`config.mk`:
```
export PLATFORM = sky130hd
export DESIGN_NAME = pfx_irq_gate
export DESIGN_NICKNAME = d
export VERILOG_FILES = /design/src/rtl/pig_pkg.sv /design/src/rtl/pig_prefix.sv /design/src/rtl/pig_carry.sv /design/src/rtl/pig_irq.sv /design/src/rtl/pfx_irq_gate.sv
export SDC_FILE = /design/constraint.sdc
export NUM_CORES = 1
export LEC_CHECK = 0
export BUFFER_PORTS_ARGS = -buffer_cell sky130_fd_sc_hd__buf_4
export CORE_MARGIN = 10
export CORE_UTILIZATION = 41
export DETAILED_ROUTE_END_ITERATION = 10
export GPL_ROUTABILITY_DRIVEN = 0
export PLACE_DENSITY = 0.81
export SYNTH_ARGS = -nofsm -noshare
export SYNTH_HDL_FRONTEND = slang
export SYNTH_SLANG_ARGS = --single-unit
```
`constraint.sdc`:
```
create_clock -name clk -period 1.95 [get_ports clk]
set_input_delay 0.0975 -clock clk [delete_from_list [all_inputs] [get_ports clk]]
set_output_delay 0.0975 -clock clk [all_outputs]
set_load 0.01 [all_outputs]
```
`src/rtl/pig_pkg.sv`:
```
package pig_pkg;
  localparam int unsigned DATA_W = 16;
  localparam int unsigned PFX_W  = 12;
  localparam int unsigned IMM_W  = 8;
  localparam int unsigned LOW_W  = DATA_W - PFX_W;

  typedef struct packed {
    logic prefix;
    logic carry;
  } chain_req_t;
endpackage

```
`src/rtl/pig_prefix.sv`:
```
module pig_prefix #(
  parameter int unsigned DATA_W = 16,
  parameter int unsigned PFX_W  = 12,
  parameter int unsigned IMM_W  = 8
) (
  input  logic              clk,
  input  logic              rst_n,
  input  logic              retire,
  input  logic              set_pfx,
  input  logic [PFX_W-1:0]  pfx_bits,
  input  logic [IMM_W-1:0]  own_imm,
  output logic              live,
  output logic [DATA_W-1:0] ext_imm
);
  localparam int unsigned LOW_W = DATA_W - PFX_W;
  localparam int unsigned EXT_W = DATA_W - IMM_W;

  logic [PFX_W-1:0] hold_q;

  always_ff @(posedge clk) begin
    if (!rst_n) begin
      live   <= 1'b0;
      hold_q <= '0;
    end else if (retire) begin
      live <= set_pfx;
      if (set_pfx) hold_q <= pfx_bits;
    end
  end

  always_comb begin
    if (live) ext_imm = {hold_q, own_imm[LOW_W-1:0]};
    else      ext_imm = {{EXT_W{own_imm[IMM_W-1]}}, own_imm};
  end

  AST_PFX_ONE_SHOT: assert property (@(posedge clk) disable iff (!rst_n)
    (live && retire && !set_pfx) |=> !live);
  AST_PFX_HOLD: assert property (@(posedge clk) disable iff (!rst_n)
    !retire |=> $stable(live));
  AST_PFX_ARM: assert property (@(posedge clk) disable iff (!rst_n)
    (retire && set_pfx) |=> live);
endmodule

```
`src/rtl/pig_carry.sv`:
```
module pig_carry (
  input  logic clk,
  input  logic rst_n,
  input  logic retire,
  input  logic set_cy,
  input  logic alu_cout,
  output logic live,
  output logic carry_in
);
  logic val_q;

  always_ff @(posedge clk) begin
    if (!rst_n) begin
      live  <= 1'b0;
      val_q <= 1'b0;
    end else if (retire) begin
      live  <= set_cy;
      val_q <= set_cy & alu_cout;
    end
  end

  assign carry_in = live & val_q;

  AST_CY_CLEAR: assert property (@(posedge clk) disable iff (!rst_n)
    (retire && !set_cy) |=> (carry_in == 1'b0));
  AST_CY_CAPTURE: assert property (@(posedge clk) disable iff (!rst_n)
    (retire && set_cy) |=> (carry_in == $past(alu_cout)));
  AST_CY_HOLD: assert property (@(posedge clk) disable iff (!rst_n)
    !retire |=> $stable(carry_in));
endmodule

```
`src/rtl/pig_irq.sv`:
```
module pig_irq #(
  parameter int unsigned DATA_W = 16
) (
  input  logic              clk,
  input  logic              rst_n,
  input  logic              retire,
  input  logic              opens_pair,
  input  logic              irq,
  input  logic [DATA_W-1:0] pc_next,
  output logic              take,
  output logic [DATA_W-1:0] ret_addr
);
  logic pend_q;
  logic want;

  assign want     = pend_q | irq;
  assign take     = retire & want & ~opens_pair;
  assign ret_addr = pc_next;

  always_ff @(posedge clk) begin
    if (!rst_n) pend_q <= 1'b0;
    else        pend_q <= want & ~take;
  end

  AST_TAKE_ON_RETIRE: assert property (@(posedge clk) disable iff (!rst_n)
    take |-> retire);
  AST_NO_SPLIT: assert property (@(posedge clk) disable iff (!rst_n)
    take |-> !opens_pair);
  AST_PEND_KEPT: assert property (@(posedge clk) disable iff (!rst_n)
    (pend_q && !take) |=> pend_q);
  AST_PEND_DROP: assert property (@(posedge clk) disable iff (!rst_n)
    take |=> !pend_q);
endmodule

```
`src/rtl/pfx_irq_gate.sv`:
```
module pfx_irq_gate
  import pig_pkg::*;
#(
  parameter logic [DATA_W-1:0] VEC_ADDR = 16'h0010
) (
  input  logic              clk,
  input  logic              rst_n,
  input  logic              retire_i,
  input  logic              dec_prefix_i,
  input  logic              dec_carry_i,
  input  logic [PFX_W-1:0]  prefix_bits_i,
  input  logic [IMM_W-1:0]  own_imm_i,
  input  logic              alu_cout_i,
  input  logic              irq_i,
  input  logic [DATA_W-1:0] pc_next_i,
  output logic [DATA_W-1:0] ext_imm_o,
  output logic              carry_in_o,
  output logic              irq_take_o,
  output logic [DATA_W-1:0] irq_vector_o,
  output logic [DATA_W-1:0] irq_ret_o
);
  chain_req_t req;
  logic       pfx_live;
  logic       cy_live;

  assign req.prefix = dec_prefix_i;
  assign req.carry  = dec_carry_i;

  pig_prefix #(.DATA_W(DATA_W), .PFX_W(PFX_W), .IMM_W(IMM_W)) u_prefix (
    .clk(clk), .rst_n(rst_n), .retire(retire_i), .set_pfx(req.prefix),
    .pfx_bits(prefix_bits_i), .own_imm(own_imm_i),
    .live(pfx_live), .ext_imm(ext_imm_o)
  );

  pig_carry u_carry (
    .clk(clk), .rst_n(rst_n), .retire(retire_i), .set_cy(req.carry),
    .alu_cout(alu_cout_i), .live(cy_live), .carry_in(carry_in_o)
  );

  pig_irq #(.DATA_W(DATA_W)) u_irq (
    .clk(clk), .rst_n(rst_n), .retire(retire_i),
    .opens_pair(req.prefix | req.carry), .irq(irq_i), .pc_next(pc_next_i),
    .take(irq_take_o), .ret_addr(irq_ret_o)
  );

  assign irq_vector_o = VEC_ADDR;

  AST_WINDOW_CLOSES: assert property (@(posedge clk) disable iff (!rst_n)
    (retire_i && !(dec_prefix_i || dec_carry_i)) |=> !(pfx_live || cy_live));
  AST_RET_ADDR: assert property (@(posedge clk) disable iff (!rst_n)
    irq_take_o |-> (irq_ret_o == pc_next_i));
endmodule

```
==> results by stage, run 1 <==
Outcome:
- The flow ran to the end, and the final reports show no timing, DRC or antenna violations.

Power:
- The share of power burned in combinational logic is 21.5%.
- IR analysis of the VDD net gives a maximum drop of 0.3646 mV.
- Summed over all nets, the switching power comes to 206.4 µW.
- The part of the total power dissipated in the clock network is a little under a third.
- The total power after layout is between 700 and 800 µW.
- The internal portion of the total power is 531.6 µW.
- Net switching is 27.97% of the power.
- The power share of the sequential group is between 40% and 50%.
- For this design the static power due to leakage is 0.0005314 µW.
- Dividing total power by cell area gives a power density of about 650 mW/mm².

Clock network:
- The number of gates resized after CTS is 0.
- The root buffer cell is sky130_fd_sc_hd__clkbuf_4.
- TritonCTS created 3 clock buffers.
- The post-CTS repair timing setup buffer count is 0.
- The register clock-pin slew on the reported worst setup and hold paths is 0.09 ns.
- The maximum root-to-sink buffer count is 2.
- After clock tree synthesis, the flow added hold-fix buffers numbering 0.
- The clock net in this run drives a total of 16 sinks.
- In this run the number of H-tree levels came out at 1.
- The clock reaches the later pin of the worst-skew pair after 0.29 ns.
- The clock tree from TritonCTS is built.

Detailed routing:
- In the routed design, unresolved DRC markers number 0.
- Detailed routing inserted a total of about 840 vias.
- The post-route antenna net violation count is 0.
- The number of DRC violations after detailed-routing iteration 0 is 28.
- Dividing the detail-routed wire length by the instance count gives 14.65 µm.
- The first-pass iteration count of the detailed router is 4.
- In the routed layout, each cell is associated on average with a via count of 4.873.
- The final wirelength is 2.534 mm.

Synth:
- The fraction of the yosys area taken by sequential cells is 29.53%.
- The synthesized netlist occupies a cell area of approximately 0.0011 mm².
- The count of synthesis-stage warnings from yosys is 0.
- The post-synthesis average cell area is ~8.1 µm².
- The share of the synthesized area in the top cell type is 29.53%.
- The post-synthesis cell type with the largest combined area is sky130_fd_sc_hd__dfxtp_1.
- The distinct cell type count of the synthesized netlist is 21.
- Yosys mapped a number of flops with a built-in enable equal to 0.
- Synthesis inferred 16 register bits.
- The cell count after synthesis is 134.
- Counting instances in the post-synthesis netlist gives the leading cell types as sky130_fd_sc_hd__buf_4 (38), sky130_fd_sc_hd__nand2_1 (31), sky130_fd_sc_hd__dfxtp_1 (16).
- In the synthesized netlist the dominant register cell turns out to be sky130_fd_sc_hd__dfxtp_1.
- Yosys attributes the largest share of cell area to sky130_fd_sc_hd__dfxtp_1 (30%), sky130_fd_sc_hd__buf_4 (26%), sky130_fd_sc_hd__nand2_1 (11%), sky130_fd_sc_hd__o21ai_2 (8.1%), sky130_fd_sc_hd__nand4_1 (7.5%).
- Counting flops with an async set or reset pin after synthesis yields a share of 0%.
- In the post-synthesis netlist, the cell with the most instances is sky130_fd_sc_hd__buf_4.

Floorplanning:
- The die is 71.44 µm wide.
- The floorplan has 18 rows.
- In this run the standard cell core region covers about 0.0025 mm².
- The floorplan step defined a die boundary enclosing 0.005103 mm².
- The initial core utilization is 43.39%.
- The die height is 71.44 µm.
- During I/O placement, the number of pins put on the boundary was slightly above 90.

Global routing:
- Across every metal layer, demand over resource in global routing totals 9.468%.
- The first global-routing pass estimated 3.960 mm of wire.
- The initial antenna violation count came to 0.
- The total congestion overflow is 0.
- The via count of the first global-routing pass is 864.
- Entering global routing, the biggest net connects 30 pins.

Timing:
- The highest clock frequency the design can meet is 0.6086 GHz.
- The number of hold violations in the final report is 0.
- The worst path uses 84.26% of the clock period.
- Setup repair after global routing left no endpoint under its margin.
- The setup skew after layout is 0 ns.
- The minimum clock period after layout is 1.643 ns.
- The sum of negative setup slack is 0 ns.
- Setup violations remaining at the end of the flow were counted as 0.
- The max-slew violation count is 0.

Critical path:
- The worst setup path is of the flop to output port kind.
- For the worst setup path, the data arrival time is between 1.5 and 2 ns.
- The worst path buffer plus inverter count is 1.
- The cell with the largest stage delay on the worst path is sky130_fd_sc_hd__dfxtp_1.
- The number of cell instances on the worst register-to-register path is 2.
- The stage delay of the slowest cell on the critical path is 0.61 ns.
- At the worst endpoint, the required time is approximately 1.9 ns.
- Among cell families on the critical path, the largest total delay comes from flip-flops.
- The element type at the critical path end is an output port.
- The total stage count of the critical path is 3.
- Traced cell by cell, the critical path runs through nand2b_1 > nand2_1 > buf_4.
- The maximum fanout along the worst path is 14.
- The startpoint type of the worst setup path is a flop.

Place:
- After detailed placement, the total cell area comes to 0.001106 mm².
- Port buffering added 36 buffers.
- Detailed placement ended at an HPWL of slightly above 2 mm.

Layout:
- 0 antenna diodes ended up in the layout.
- From synthesis to final layout, the design area changed by 5.306%.
- The final layout net count is 187.
- The fraction of layout instances using a drive strength above 1 is between 30% and 40%.
- The final design area excluding fillers is 0.001142 mm².

Worst hold path:
- The class of the tightest hold or removal check is primary input to flop.
- The worst hold path was traced through 3 stages.

Run:
- Across the run, the number of max-cap violations was 0.
worst reg2reg max path: stages, from the launching register on:
cell and delay, ns:
sky130_fd_sc_hd__dfxtp_1 0.61, sky130_fd_sc_hd__nor2b_1 0.19, sky130_fd_sc_hd__o21a_1 0.11
power groups by stage:
stage                     logic (µW)  clock network, µW  registers (µW)
after detailed placement         159                  0             362
after global placement           155                  0             361
after global routing             175                255             357
final                            158                225             354
after CTS                        160                230             354
after floorplan                  160                  0             357
metal layers:
| layer | share of wire [%] | GRT usage [%] | wire length, µm |
|---|---|---|---|
| met4 | 3.0 | 5.161 | 76 |
| met2 | 45 | 14.80 | 1142 |
| met1 | 40 | 10.07 | 1008 |
| met3 | 12 | 4.959 | 306 |
| met5 | 0 | 0 | 0 |
final timing paths:
kind / startpoint / endpoint / slack, ns
hold reg to reg: u_prefix.hold_q[0]$_SDFFE_PN0P_ / u_prefix.hold_q[0]$_SDFFE_PN0P_ / 0.46
hold / removal: prefix_bits_i[0] / u_prefix.hold_q[0]$_SDFFE_PN0P_ / 0.04
setup / recovery: u_prefix.live$_SDFFE_PN0P_ / ext_imm_o[9] / 0.31
setup reg to reg: u_prefix.live$_SDFFE_PN0P_ / u_prefix.live$_SDFFE_PN0P_ / 0.99
layout by cell type (no fill, tap or decap), drive strengths merged:
master / instances
nor2b: 3
clkbuf: 4
o21a: 1
nor2: 1
mux2i: 1
nand2: 31
conb: 16
dfxtp: 16
nand4: 13
o21ai: 12
nand2b: 1
nand3b: 1
nor3b: 2
and2: 2
mux2: 3
buf: 36
cell families (layout without fill, tap and decap cells):
logic type	Yosys count	after routing	share of synthesized area, %
buffers and inverters	45	40	31.26
AND/OR/NAND/NOR	54	54	24.80
multiplexers	4	4	4.037
other	2	16	0.6923
AO/OA/AOI/OAI	13	13	9.689
flip-flops	16	16	29.53
area by class of cell:
class | count | area (µm²)
Fill cell | 252 | 1358
Tap cell | 30 | 37.54
Clock buffer | 4 | 36.28
Timing Repair Buffer | 36 | 270.3
Multi-Input combinational cell | 87 | 478.0
Sequential cell | 16 | 320.3
state kept, by name (all words and copies together), names as in the netlist:
name and cells:
u_carry.val_q 1, u_irq.pend_q 1, u_carry.live 1, u_prefix.live 1
u_prefix.hold_q 12
per-stage QoR:
step	setup WS (ns)	hold slack [ns]	util, %	instances
global route	0.1353	0.03187	45.70	173
finish	0.3070	0.04261	45.70	173
CTS	0.3012	0.04532	45.70	173
global placement	0.6707	0.1951	44.24	169
floorplan	0.9853	0.2335	-	148
detailed placement	0.6265	0.1951	44.24	169
No activity file was read; power rests on OpenSTA's default activity.
==> run 2, diff against run 1 <==
--- a/config.mk
+++ b/config.mk
@@ -7,10 +7,10 @@
 export LEC_CHECK = 0
 export BUFFER_PORTS_ARGS = -buffer_cell sky130_fd_sc_hd__buf_4
 export CORE_MARGIN = 10
-export CORE_UTILIZATION = 41
+export CORE_UTILIZATION = 34
 export DETAILED_ROUTE_END_ITERATION = 10
 export GPL_ROUTABILITY_DRIVEN = 0
-export PLACE_DENSITY = 0.81
+export PLACE_DENSITY = 0.72
 export SYNTH_ARGS = -nofsm -noshare
 export SYNTH_HDL_FRONTEND = slang
 export SYNTH_SLANG_ARGS = --single-unit
==> constraint.sdc (replaced) <==
create_clock -name clk -period 1.4 [get_ports clk]
set_input_delay 0.07 -clock clk [delete_from_list [all_inputs] [get_ports clk]]
set_output_delay 0.07 -clock clk [all_outputs]
set_load 0.01 [all_outputs]
==> results by stage, run 2 (synthesized netlist as in run 1, its figures left out) <==
Outcome:
- The flow ran to the end, and the final reports show no timing, DRC or antenna violations.

Power:
- Of the total power, registers draw about half.
- The part of the total power dissipated in the clock network is 29.1%.
- The power density over the cells is 863.0 mW/mm².
- The internal cell power is 743.6 µW.
- The worst vdd rail ir drop is 0.2570 mV.
- The reported leakage power is between 0.0005 and 0.0006 µW.
- The switching fraction of total power is 26.66%.
- In this run the power spent charging and discharging nets is about 270 µW.
- The share of total power dissipated in combinational logic is 22.5%.

Clock network:
- The count of hold buffers inserted by post-cts repair is 0.
- Buffers added to address setup during post-CTS repair amount to 0.
- The depth of the CTS H-tree is 1.
- The sink count of the clock tree is 16.
- TritonCTS built the clock tree.
- After clock tree synthesis, the clock-pin slew on the worst setup and hold paths is approximately 0.09 ns.
- In this run the clock root is driven by a sky130_fd_sc_hd__clkbuf_4.
- No sink is reached through more buffers than the 2 on the longest clock path.
- For the worst-skew pair, the clock arrives at the later sink with an insertion delay of 0.27 ns.
- The TritonCTS buffer count is 3.

Layout:
- Relative to the synthesized area, the layout overhead comes to 8.305%.
- The net count of the finished layout is 188.
- The non-filler instance count after layout is approximately 190.
- The final design area excluding fillers is 0.001175 mm².
- More flip-flops sit in one register than any other, and that register is u_prefix.hold_q.
- The final antenna diode count is 0.
- The flip-flop count of the largest register, all copies and words added is 12.
- The commonest non-fill, non-tap cell in the layout is sky130_fd_sc_hd__buf_4.
- The fraction of layout instances using a drive strength above 1 is 38.89%.
- Leaving out fill and tap cells, the most frequent cells in the layout are sky130_fd_sc_hd__buf_4 (37), sky130_fd_sc_hd__nand2_1 (31), sky130_fd_sc_hd__conb_1 (16), sky130_fd_sc_hd__dfxtp_1 (16), sky130_fd_sc_hd__nand4_1 (13).

Detailed routing:
- The routed wirelength normalized by instance count is 13.18 µm.
- The first-pass iteration count of the detailed router is 4.
- The final layout contains routed wiring with a total length of 2.477 mm.
- For this block, the via count after detailed routing is roughly 800.
- The number of DRC violations after detailed-routing iteration 0 is 39.
- The detail route stage leaves a number of antenna-violating nets equal to 0.
- Using the TritonRoute via totals, the vias-per-cell ratio works out to ~4.4.
- The number of design rule violations left after detail routing is 0.

Global routing:
- The first global-routing pass estimated 4.126 mm of wire.
- The overall routing resource usage is 8.271%.
- The via count of the first global-routing pass is approximately 890.
- Entering global routing, the biggest net connects 30 pins.
- The initial antenna violation count is 0.
- Global routing finished with a remaining overflow of 0.

Timing:
- The tightest hold path in the finished design has a slack of 0.02542 ns.
- The max-slew violation count is 0.
- The highest clock frequency the design can meet is 0.7817 GHz.
- Subtracting the final worst setup slack from the clock period gives 1.279 ns.
- The setup skew after layout is 0 ns.
- In the finished design, the share of the clock period the worst path needs comes to about nine tenths.
- Setup repair after global routing left no endpoint under its margin.
- The number of hold violations in the final report came to 0.
- The sum of negative setup slack is 0 ns.
- The count of final setup violators is 0.

Place:
- The HPWL reported at the end of detailed placement is 1.932 mm.
- Counting tap cells, the placed design contains a total of between 150 and 200 instances.
- The count of buffers inserted at the top-level ports is 36.
- The instance area after placement is 0.001131 mm².

Worst hold path:
- The worst hold path belongs to the class primary input to flop.

Floorplanning:
- The area of the die is between 0.005 and 0.006 mm².
- In this run the core area contains 20 standard-cell rows.
- The die is 76.49 µm tall.
- From left edge to right edge, the die measures 76.49 µm.
- The initial core utilization is between 30% and 40%.
- The core area is ~0.003 mm².
- 93 I/O pins were placed.

Critical path:
- The startpoint type of the worst setup path is a flop.
- The arrival time at the worst endpoint is 1.21 ns.
- The classification of the worst setup path is flop to output port.
- At the worst endpoint, the required time is 1.33 ns.
- The maximum fanout along the worst path is 5.
- The worst setup path is captured at an output port.

Run:
- The number of max-cap violations is 0.
[run 2: changes by cell type in the layout (fill, tap and decap cells not counted), sizes merged]
cell | previous run | this run
buf | 36 | 37
[run 2: path summary, 6_finish.rpt]
kind | startpoint | to | slack (ns) | cells after the start
max | u_prefix.live$_SDFFE_PN0P_ | ext_imm_o[5] | 0.12 | 2
min | prefix_bits_i[1] | u_prefix.hold_q[1]$_SDFFE_PN0P_ | 0.03 | 3
max reg2reg | u_prefix.live$_SDFFE_PN0P_ | u_prefix.live$_SDFFE_PN0P_ | 0.44 | 3
min reg2reg | u_prefix.hold_q[4]$_SDFFE_PN0P_ | u_prefix.hold_q[4]$_SDFFE_PN0P_ | 0.46 | 2
[run 2: area by class of cell]
class | count | area (µm²)
flip-flops and latches | 16 | 320.3
well taps | 44 | 55.05
repair buffers | 37 | 277.8
clock buffers | 4 | 36.28
multi-input cells | 87 | 485.5
fillers | 344 | 1878
[run 2: per-stage QoR]
| stage | setup slack, ns | utilization, % | total power [µW] |
|---|---|---|---|
| after floorplan | 0.4628 | - | 721.0 |
| after global placement | 0.3487 | 37.05 | 726.2 |
| after detailed placement | 0.3081 | 37.05 | 729.1 |
| after CTS | 0.09926 | 38.32 | 1030 |
| after global routing | 0.007851 | 38.48 | 1084 |
| final | 0.1208 | 38.48 | 1014 |
[run 2: metal layers]
metal | track usage [%] | vias to the layer above | share of wire (%)
met3 | 5.425 | 10 | 13
met5 | 0 | - | 0
met1 | 8.005 | 365 | 38
li1 | - | 410 | -
met4 | 2.788 | 0 | 1.3
met2 | 13.95 | 35 | 48
[run 2: power groups by stage]
stage / sequential (µW) / combinational, µW / clock [µW]
after floorplan: 498 / 223 / 0
after global placement: 500 / 226 / 0
after detailed placement: 501 / 228 / 0
after CTS: 490 / 230 / 309
after global routing: 494 / 255 / 335
final: 490 / 229 / 295
[run 2: critical path: stages, from the launching register on]
cell and delay [ns]:
sky130_fd_sc_hd__dfxtp_1 0.42, sky130_fd_sc_hd__mux2_2 0.37, sky130_fd_sc_hd__buf_4 0.14
[run 2: what timing repair did]
item                                   CTS  global route
setup endpoints to repair                3             1
resized for setup                        1             1
endpoints found under the hold margin    0             0
